**src/rtl/fault_alert_pkg.sv**
```systemverilog
package fault_alert_pkg;

    localparam int FLAG_W     = 8;
    localparam int IDX_RSVD   = 0;
    localparam int IDX_ADC    = 1;
    localparam int IDX_INRUSH = 2;
    localparam int IDX_FRAME  = 3;
    localparam int IDX_STREAM = 4;
    localparam int IDX_CRC    = 5;
    localparam int IDX_FET    = 6;
    localparam int IDX_MEM    = 7;

    // external detect bits that are honoured (reserved and frame bits come from elsewhere)
    localparam logic [FLAG_W-1:0] EXT_MASK =
        ~((FLAG_W'(1) << IDX_RSVD) | (FLAG_W'(1) << IDX_FRAME));

    typedef enum logic [1:0] {
        SPI_IDLE  = 2'd0,
        SPI_SHIFT = 2'd1,
        SPI_CHECK = 2'd2
    } spi_state_e;

    typedef enum logic {
        AL_RELEASED = 1'b0,
        AL_DRIVEN   = 1'b1
    } alert_state_e;

endpackage

```
**src/rtl/spi_frame_checker.sv**
```systemverilog
module spi_frame_checker
    import fault_alert_pkg::*;
#(
    parameter int FRAME_BITS = 16
) (
    input  logic clk,
    input  logic rst_n,
    input  logic cs_n,
    input  logic sclk,
    output logic frame_ok,
    output logic frame_err
);

    localparam int CNT_W = (FRAME_BITS > 1) ? $clog2(FRAME_BITS) : 1;

    spi_state_e       state_q, state_d;
    logic             cs_prev_q, sclk_prev_q;
    logic [CNT_W-1:0] bit_cnt_q, bit_cnt_d;
    logic             cs_fall, sclk_rise;

    assign cs_fall   = cs_prev_q & ~cs_n;
    assign sclk_rise = sclk & ~sclk_prev_q;

    // state register
    always_ff @(posedge clk or negedge rst_n) begin
        if (!rst_n) begin
            state_q     <= SPI_IDLE;
            cs_prev_q   <= 1'b1;
            sclk_prev_q <= 1'b0;
            bit_cnt_q   <= '0;
        end else begin
            state_q     <= state_d;
            cs_prev_q   <= cs_n;
            sclk_prev_q <= sclk;
            bit_cnt_q   <= bit_cnt_d;
        end
    end

    // next state and counter
    always_comb begin
        state_d   = state_q;
        bit_cnt_d = bit_cnt_q;
        unique case (state_q)
            SPI_IDLE: begin
                if (cs_fall) state_d = SPI_SHIFT;
            end
            SPI_SHIFT: begin
                if (cs_n) state_d = SPI_CHECK;
            end
            SPI_CHECK: begin
                state_d = cs_fall ? SPI_SHIFT : SPI_IDLE;
            end
            default: state_d = SPI_IDLE;
        endcase
        if (state_d == SPI_SHIFT && state_q != SPI_SHIFT) begin
            bit_cnt_d = '0;
        end else if (state_q == SPI_SHIFT && !cs_n && sclk_rise) begin
            bit_cnt_d = bit_cnt_q + 1'b1;
        end
    end

    // outputs
    always_comb begin
        frame_ok  = 1'b0;
        frame_err = 1'b0;
        unique case (state_q)
            SPI_CHECK: begin
                frame_ok  = (bit_cnt_q == '0);
                frame_err = (bit_cnt_q != '0);
            end
            default: begin
                frame_ok  = 1'b0;
                frame_err = 1'b0;
            end
        endcase
    end

    // the two verdicts never coincide
    a_r8_verdict_exclusive: assert property (@(posedge clk) disable iff (!rst_n)
        !(frame_ok && frame_err));

    // a verdict lasts exactly one cycle
    a_r8_single_pulse: assert property (@(posedge clk) disable iff (!rst_n)
        (frame_ok || frame_err) |=> !(frame_ok || frame_err));

    // a verdict only follows a cycle with select high
    a_r9_after_cs_high: assert property (@(posedge clk) disable iff (!rst_n)
        (frame_ok || frame_err) |-> $past(cs_n));

    // a select falling edge in idle always leads to a cleared count
    a_r10_count_restart: assert property (@(posedge clk) disable iff (!rst_n)
        (state_q == SPI_IDLE && cs_fall) |=> (bit_cnt_q == '0));

endmodule

```
**src/rtl/fault_flag_bank.sv**
```systemverilog
module fault_flag_bank
    import fault_alert_pkg::*;
#(
    parameter int WIDTH = FLAG_W
) (
    input  logic             clk,
    input  logic             rst_n,
    input  logic [WIDTH-1:0] det_vec,
    input  logic             rd_clr,
    output logic [WIDTH-1:0] flags,
    output logic [WIDTH-1:0] live
);

    for (genvar i = 0; i < WIDTH; i++) begin : g_cell
        logic bit_q;
        always_ff @(posedge clk or negedge rst_n) begin
            if (!rst_n) begin
                bit_q <= 1'b0;
            end else begin
                // a detect in the read cycle wins over the clear
                bit_q <= (bit_q & ~rd_clr) | det_vec[i];
            end
        end
        assign flags[i] = bit_q;
    end

    always_ff @(posedge clk or negedge rst_n) begin
        if (!rst_n) begin
            live <= '0;
        end else begin
            live <= det_vec;
        end
    end

    // without a read no flag falls
    a_r2_sticky: assert property (@(posedge clk) disable iff (!rst_n)
        !rd_clr |=> ((flags & $past(flags)) == $past(flags)));

    // every active detect is visible in the next cycle
    a_r4_set_wins: assert property (@(posedge clk) disable iff (!rst_n)
        (|det_vec) |=> ((flags & $past(det_vec)) == $past(det_vec)));

    // after a read only the detects of the read cycle survive
    a_r3_read_clears: assert property (@(posedge clk) disable iff (!rst_n)
        rd_clr |=> ((flags & ~$past(det_vec)) == '0));

endmodule

```
**src/rtl/alert_ctrl.sv**
```systemverilog
module alert_ctrl
    import fault_alert_pkg::*;
#(
    parameter int WIDTH = FLAG_W
) (
    input  logic             clk,
    input  logic             rst_n,
    input  logic [WIDTH-1:0] flags,
    input  logic [WIDTH-1:0] live,
    input  logic [WIDTH-1:0] enable,
    input  logic             dyn_mode,
    output logic             alert_oe
);

    alert_state_e state_q, state_d;
    logic         request;

    assign request = dyn_mode ? (|(live & enable)) : (|(flags & enable));

    // state register
    always_ff @(posedge clk or negedge rst_n) begin
        if (!rst_n) begin
            state_q <= AL_RELEASED;
        end else begin
            state_q <= state_d;
        end
    end

    always_comb begin
        state_d = state_q;
        unique case (state_q)
            AL_RELEASED: if (request)  state_d = AL_DRIVEN;
            AL_DRIVEN:   if (!request) state_d = AL_RELEASED;
            default:     state_d = AL_RELEASED;
        endcase
    end

    // outputs
    always_comb begin
        unique case (state_q)
            AL_DRIVEN: alert_oe = 1'b1;
            default:   alert_oe = 1'b0;
        endcase
    end

    // nothing enabled, nothing driven
    a_r5_masked_quiet: assert property (@(posedge clk) disable iff (!rst_n)
        (((flags | live) & enable) == '0) |=> !alert_oe);

    // latched mode keeps driving while an enabled flag is set
    a_r6_latched_drive: assert property (@(posedge clk) disable iff (!rst_n)
        (!dyn_mode && (|(flags & enable))) |=> alert_oe);

    // dynamic mode releases once the live condition is gone
    a_r7_dynamic_release: assert property (@(posedge clk) disable iff (!rst_n)
        (dyn_mode && ((live & enable) == '0)) |=> !alert_oe);

endmodule

```
**src/rtl/fault_alert_top.sv**
```systemverilog
module fault_alert_top
    import fault_alert_pkg::*;
#(
    parameter int FRAME_BITS = 16
) (
    input  logic              clk,
    input  logic              rst_n,
    input  logic [FLAG_W-1:0] det_src,
    input  logic [FLAG_W-1:0] alert_en,
    input  logic              dyn_mode,
    input  logic              flag_rd,
    input  logic              spi_cs_n,
    input  logic              spi_sclk,
    output logic [FLAG_W-1:0] flags,
    output logic              frame_ok,
    output logic              frame_err,
    output logic              alert_oe
);

    logic [FLAG_W-1:0] det_vec;
    logic [FLAG_W-1:0] live;

    spi_frame_checker #(
        .FRAME_BITS(FRAME_BITS)
    ) frame_chk_i (
        .clk      (clk),
        .rst_n    (rst_n),
        .cs_n     (spi_cs_n),
        .sclk     (spi_sclk),
        .frame_ok (frame_ok),
        .frame_err(frame_err)
    );

    assign det_vec = (det_src & EXT_MASK) | (FLAG_W'(frame_err) << IDX_FRAME);

    fault_flag_bank #(
        .WIDTH(FLAG_W)
    ) flag_bank_i (
        .clk    (clk),
        .rst_n  (rst_n),
        .det_vec(det_vec),
        .rd_clr (flag_rd),
        .flags  (flags),
        .live   (live)
    );

    alert_ctrl #(
        .WIDTH(FLAG_W)
    ) alert_i (
        .clk     (clk),
        .rst_n   (rst_n),
        .flags   (flags),
        .live    (live),
        .enable  (alert_en),
        .dyn_mode(dyn_mode),
        .alert_oe(alert_oe)
    );

    // reserved bit never sets
    a_r1_reserved_zero: assert property (@(posedge clk) disable iff (!rst_n)
        flags[IDX_RSVD] == 1'b0);

    // a bad frame lands in its flag bit one cycle later
    a_r8_frame_flag: assert property (@(posedge clk) disable iff (!rst_n)
        frame_err |=> flags[IDX_FRAME]);

endmodule

```
**config.mk**
```make
export PLATFORM = sky130hd
export DESIGN_NAME = fault_alert_top
export DESIGN_NICKNAME = d
export VERILOG_FILES = /design/src/rtl/fault_alert_pkg.sv /design/src/rtl/spi_frame_checker.sv /design/src/rtl/fault_flag_bank.sv /design/src/rtl/alert_ctrl.sv /design/src/rtl/fault_alert_top.sv
export SDC_FILE = /design/constraint.sdc
export NUM_CORES = 1
export LEC_CHECK = 0
export BUFFER_PORTS_ARGS = -buffer_cell sky130_fd_sc_hd__buf_2
export CAP_MARGIN = 20
export CORE_MARGIN = 5
export CORE_UTILIZATION = 40
export DETAILED_ROUTE_END_ITERATION = 8
export GPL_ROUTABILITY_DRIVEN = 0
export HOLD_SLACK_MARGIN = 0.1
export PLACE_DENSITY = 0.65
export SLEW_MARGIN = 20
export SYNTH_ARGS = -nofsm -noshare
export SYNTH_HDL_FRONTEND = slang
export SYNTH_SLANG_ARGS = --single-unit
```
**constraint.sdc**
```tcl
create_clock -name clk -period 1.8 [get_ports clk]
set_input_delay 0.18 -clock clk [delete_from_list [all_inputs] [get_ports clk]]
set_output_delay 0.18 -clock clk [all_outputs]
set_load 0.02 [all_outputs]
```
==> metrics.md <==
| Metric | Value |
|---|---|
| Status | finished clean |
| Cell taking the most area after synthesis | dfrtp_1 |
| Sequential group share of total power | 52.2% |
| Hold Path Class | input port to register |
| Switching share of total power | 22.2% |
| Total number of vias | 763 |
| Final worst slack | between 50 and 60 ps |
| Die height | 60.4 um |
| RSZ-0062 raised after global routing | yes |
| Minimum clock period | 1750 ps |
| Largest net degree at the start of global routing | 25 |
| Cell Area, Synth | 1020 um2 |
| Pwr Density | 828 nW/um2 |
| Relative slew slack | between 60 and 70% |
| Max Slew Vio Count | 0 |
| Yosys warnings | 0 |
| Yosys top cell area share | 56.7% |
| Max Buffers Root-to-Sink | 2 |
| CORE AREA | 2450 um2 |
| CTS tree | yes |
| Required time of the worst setup path | 1620 ps |
| Inserted Diodes | 0 |
| Max incr delay on CP | between 400 and 500 ps |
| Final setup viols | 0 |
| VDD IR-drop max | 638 uV |
| Period Utilization, post-route | a little over nine tenths |
| Final Hold Fails | 0 |
| DRT iter0 DRCs | 9 |
| Global-route wire length before repair | about 3200 um |
| Post-route ant nets | 0 |
| Area Growth Syn to Fin | 32.8% |
| Clock power frac | 34.1% |
| DRC | 0 |
| # port buffers | 30 |
| Worst Path Class, Setup | register to output port |
| TritonCTS Sinks | 24 |
| Post-DP HPWL | 1470 um |
| Setup_tns | 0 ps |
| Number of synthesized flops with an enable pin | 0 |
| Sw Pwr | around 0.25 mW |
| Clk slew on worst S/H paths | 120 ps |
| Flops & latches, synth | 24 |
| H-tree depth | 1 |
| P_int | 0.869 mW |
| Gate Count Post-Synth | 86 |
| FFs w/ async S/R, synth | 100% |
| Total track usage | a little under an eighth |
| Drt first pass iters | 4 |
| Placement Rows | 18 |
| IO Count | 33 |
| Vias per cell | 4.95 |
| Placed Cells incl. Taps | about 140 |
| Layout cells sized above 1 | 37.1% |
| Top cells by area, synth | dfrtp_1 57%, buf_4 5.9%, a21o_1 5.2% |
| Non-filler cells, final | 154 |
| Worst setup SP type | register |
| Skew final | between 1 and 1.5 ps |
| Logic pwr share | 13.8% |
| Initial Util | 41.4% |
| Net Count, Synth | 110 |
| Top FF cell, synth | dfrtp_1 |
| Worst-margin pin slew | about 530 ps |
| # Max-Cap Violations | 0 |
| Horiz. Die Dim | about 60 um |
| Clock Latency Late Sink | ~310 ps |
| Die area | around 3600 um2 |
| Synthesized area per cell | 11.8 um2 |
| Worst path slowest cell | dfrtp_1 |
| Vias in the first global route | 758 |
| Root Driver | clkbuf_4 |
| Crit end category | output port |
| Gr ovfl total | 0 |
| Max Clk Rate | 0.572 GHz |
| Place WS | between 200 and 250 ps |
| Worst path cell trace | inv_2 > ha_4 > or3b_4 > nor2b_4 > buf_6 |
| Total CTS buffers | 3 |
| Post-synthesis sequential area ratio | 59.2% |
| LEAKAGE | 0.667 nW |
| Routed Wire Length | 2000 um |
| Worst-path fanout max | 3 |
| Total power | 1.12 mW |
| DR WL/cell | 13.0 um |
| Nets | 149 |
| Crit path DAT | 1570 ps |
| Initial antenna violation count | 0 |
| Distinct cells, synth | 22 |
[flip-flops by register name, indices dropped and copies added, names as in the netlist]
signal / cells
frame_chk_i.bit_cnt_q: 4
flag_bank_i.g_cell.bit_q: 8
frame_chk_i.sclk_prev_q: 1
alert_i.state_q: 1
frame_chk_i.cs_prev_q: 1
frame_chk_i.state_q: 2
flag_bank_i.live: 7
[routing by layer]
layer,track usage (%),vias up,wire length [um]
met5,0,-,0
met4,2.85,0,0
met3,4.68,0,207
met2,21.9,28,976
met1,12.8,366,821
li1,-,369,-
[power by group through the flow]
stage               clock network, mW  logic [mW]  registers, mW
floorplan                           0      0.0761          0.592
global placement                    0       0.121          0.594
detailed placement                  0       0.124          0.594
CTS                             0.398       0.149          0.582
global route                    0.420       0.170          0.587
finish                          0.380       0.154          0.583
[Yosys cell counts, types with 2 or more instances]
cell / count
buf_4: 8
nor2b_1: 2
nand3_1: 5
a21oi_1: 4
o21ai_0: 2
ha_1: 2
a21o_1: 7
or3b_2: 2
inv_1: 5
a22oi_1: 5
dfrtp_1: 23
nor2_1: 3
nand2_1: 4
nand2b_1: 5
mux2i_1: 2
[through the flow]
| stage | area [um2] | hold slack [ps] | util, % |
|---|---|---|---|
| 3_5_place_dp | 1140 | 181 | 46.6 |
| 5_1_grt | 1350 | 151 | 54.9 |
| 3_3_place_gp | 1140 | 181 | 46.6 |
| 2_1_floorplan | 1020 | -116 | - |
| 6_report | 1350 | 160 | 54.9 |
| 4_1_cts | 1320 | 145 | 53.9 |
[cells by family (layout without fill, tap and decap cells)]
group / count (synthesis) / after routing / synth area share (%)
AO/OA/AOI/OAI: 20 / 20 / 13.7
adder cells (fa/ha/maj): 2 / 2 / 2.46
buffers and inverters: 13 / 51 / 7.76
flip-flops: 24 / 24 / 59.2
multiplexers: 2 / 2 / 1.97
AND/OR/NAND/NOR: 25 / 25 / 14.9
[cells in the final DEF (no fill, tap or decap), drive strengths merged]
master | netlist | layout
dfstp | 1 | 1
nand3 | 5 | 5
inv | 5 | 5
a21o | 7 | 7
nand2 | 4 | 4
dfrtp | 23 | 23
a2bb2oi | 1 | 1
nand2b | 5 | 5
a21oi | 4 | 4
nor2b | 2 | 2
and3 | 1 | 1
or3b | 2 | 2
a222oi | 1 | 1
a22oi | 5 | 5
dlygate4sd3 | 0 | 10
ha | 2 | 2
o21ai | 2 | 2
nor4b | 1 | 1
nor2 | 3 | 3
nor3 | 1 | 1
buf | 8 | 32
clkbuf | 0 | 3
or4b | 1 | 1
mux2i | 2 | 2
bufinv | 0 | 1
[final timing paths]
check	depth (start not counted)	to	slack, ps	startpoint
max	5	frame_err	50	frame_chk_i.bit_cnt_q[0]
min	3	alert_i.state_q	160	dyn_mode
max reg2reg	3	frame_chk_i.bit_cnt_q[3]	340	frame_chk_i.state_q[1]
min reg2reg	1	flag_bank_i.g_cell[4].bit_q	520	flag_bank_i.g_cell[4].bit_q
max in group asynchronous	2	frame_chk_i.cs_prev_q	1080	rst_n
min in group asynchronous	2	flag_bank_i.g_cell[0].bit_q	350	rst_n
[timing repair]
action | CTS | global route
pin swaps | 0 | 1
resized for setup | 4 | 8
hold buffers | 10 | 0
buffers inserted | 2 | 0
endpoints found under the hold margin | 39 | 0
endpoints found under the setup margin | 2 | 2
[area by class of cell]
cell class | instances | area [um2]
Timing Repair Buffer | 42 | 278
Multi-Input combinational cell | 49 | 360
Fill cell | 218 | 1110
Sequential cell | 24 | 602
Clock buffer | 3 | 22.5
Inverter | 5 | 18.8
Tap cell | 30 | 37.5
Clock inverter | 1 | 30.0
[worst max-delay path: cells and delay by family, from the launching register on]
kind                     cells  cell delay, ps
adder cells (fa/ha/maj)      1             120
flip-flops                   1             410
AND/OR/NAND/NOR              2             520
buffers and inverters        2             210
(Power assumes the default switching activity.)
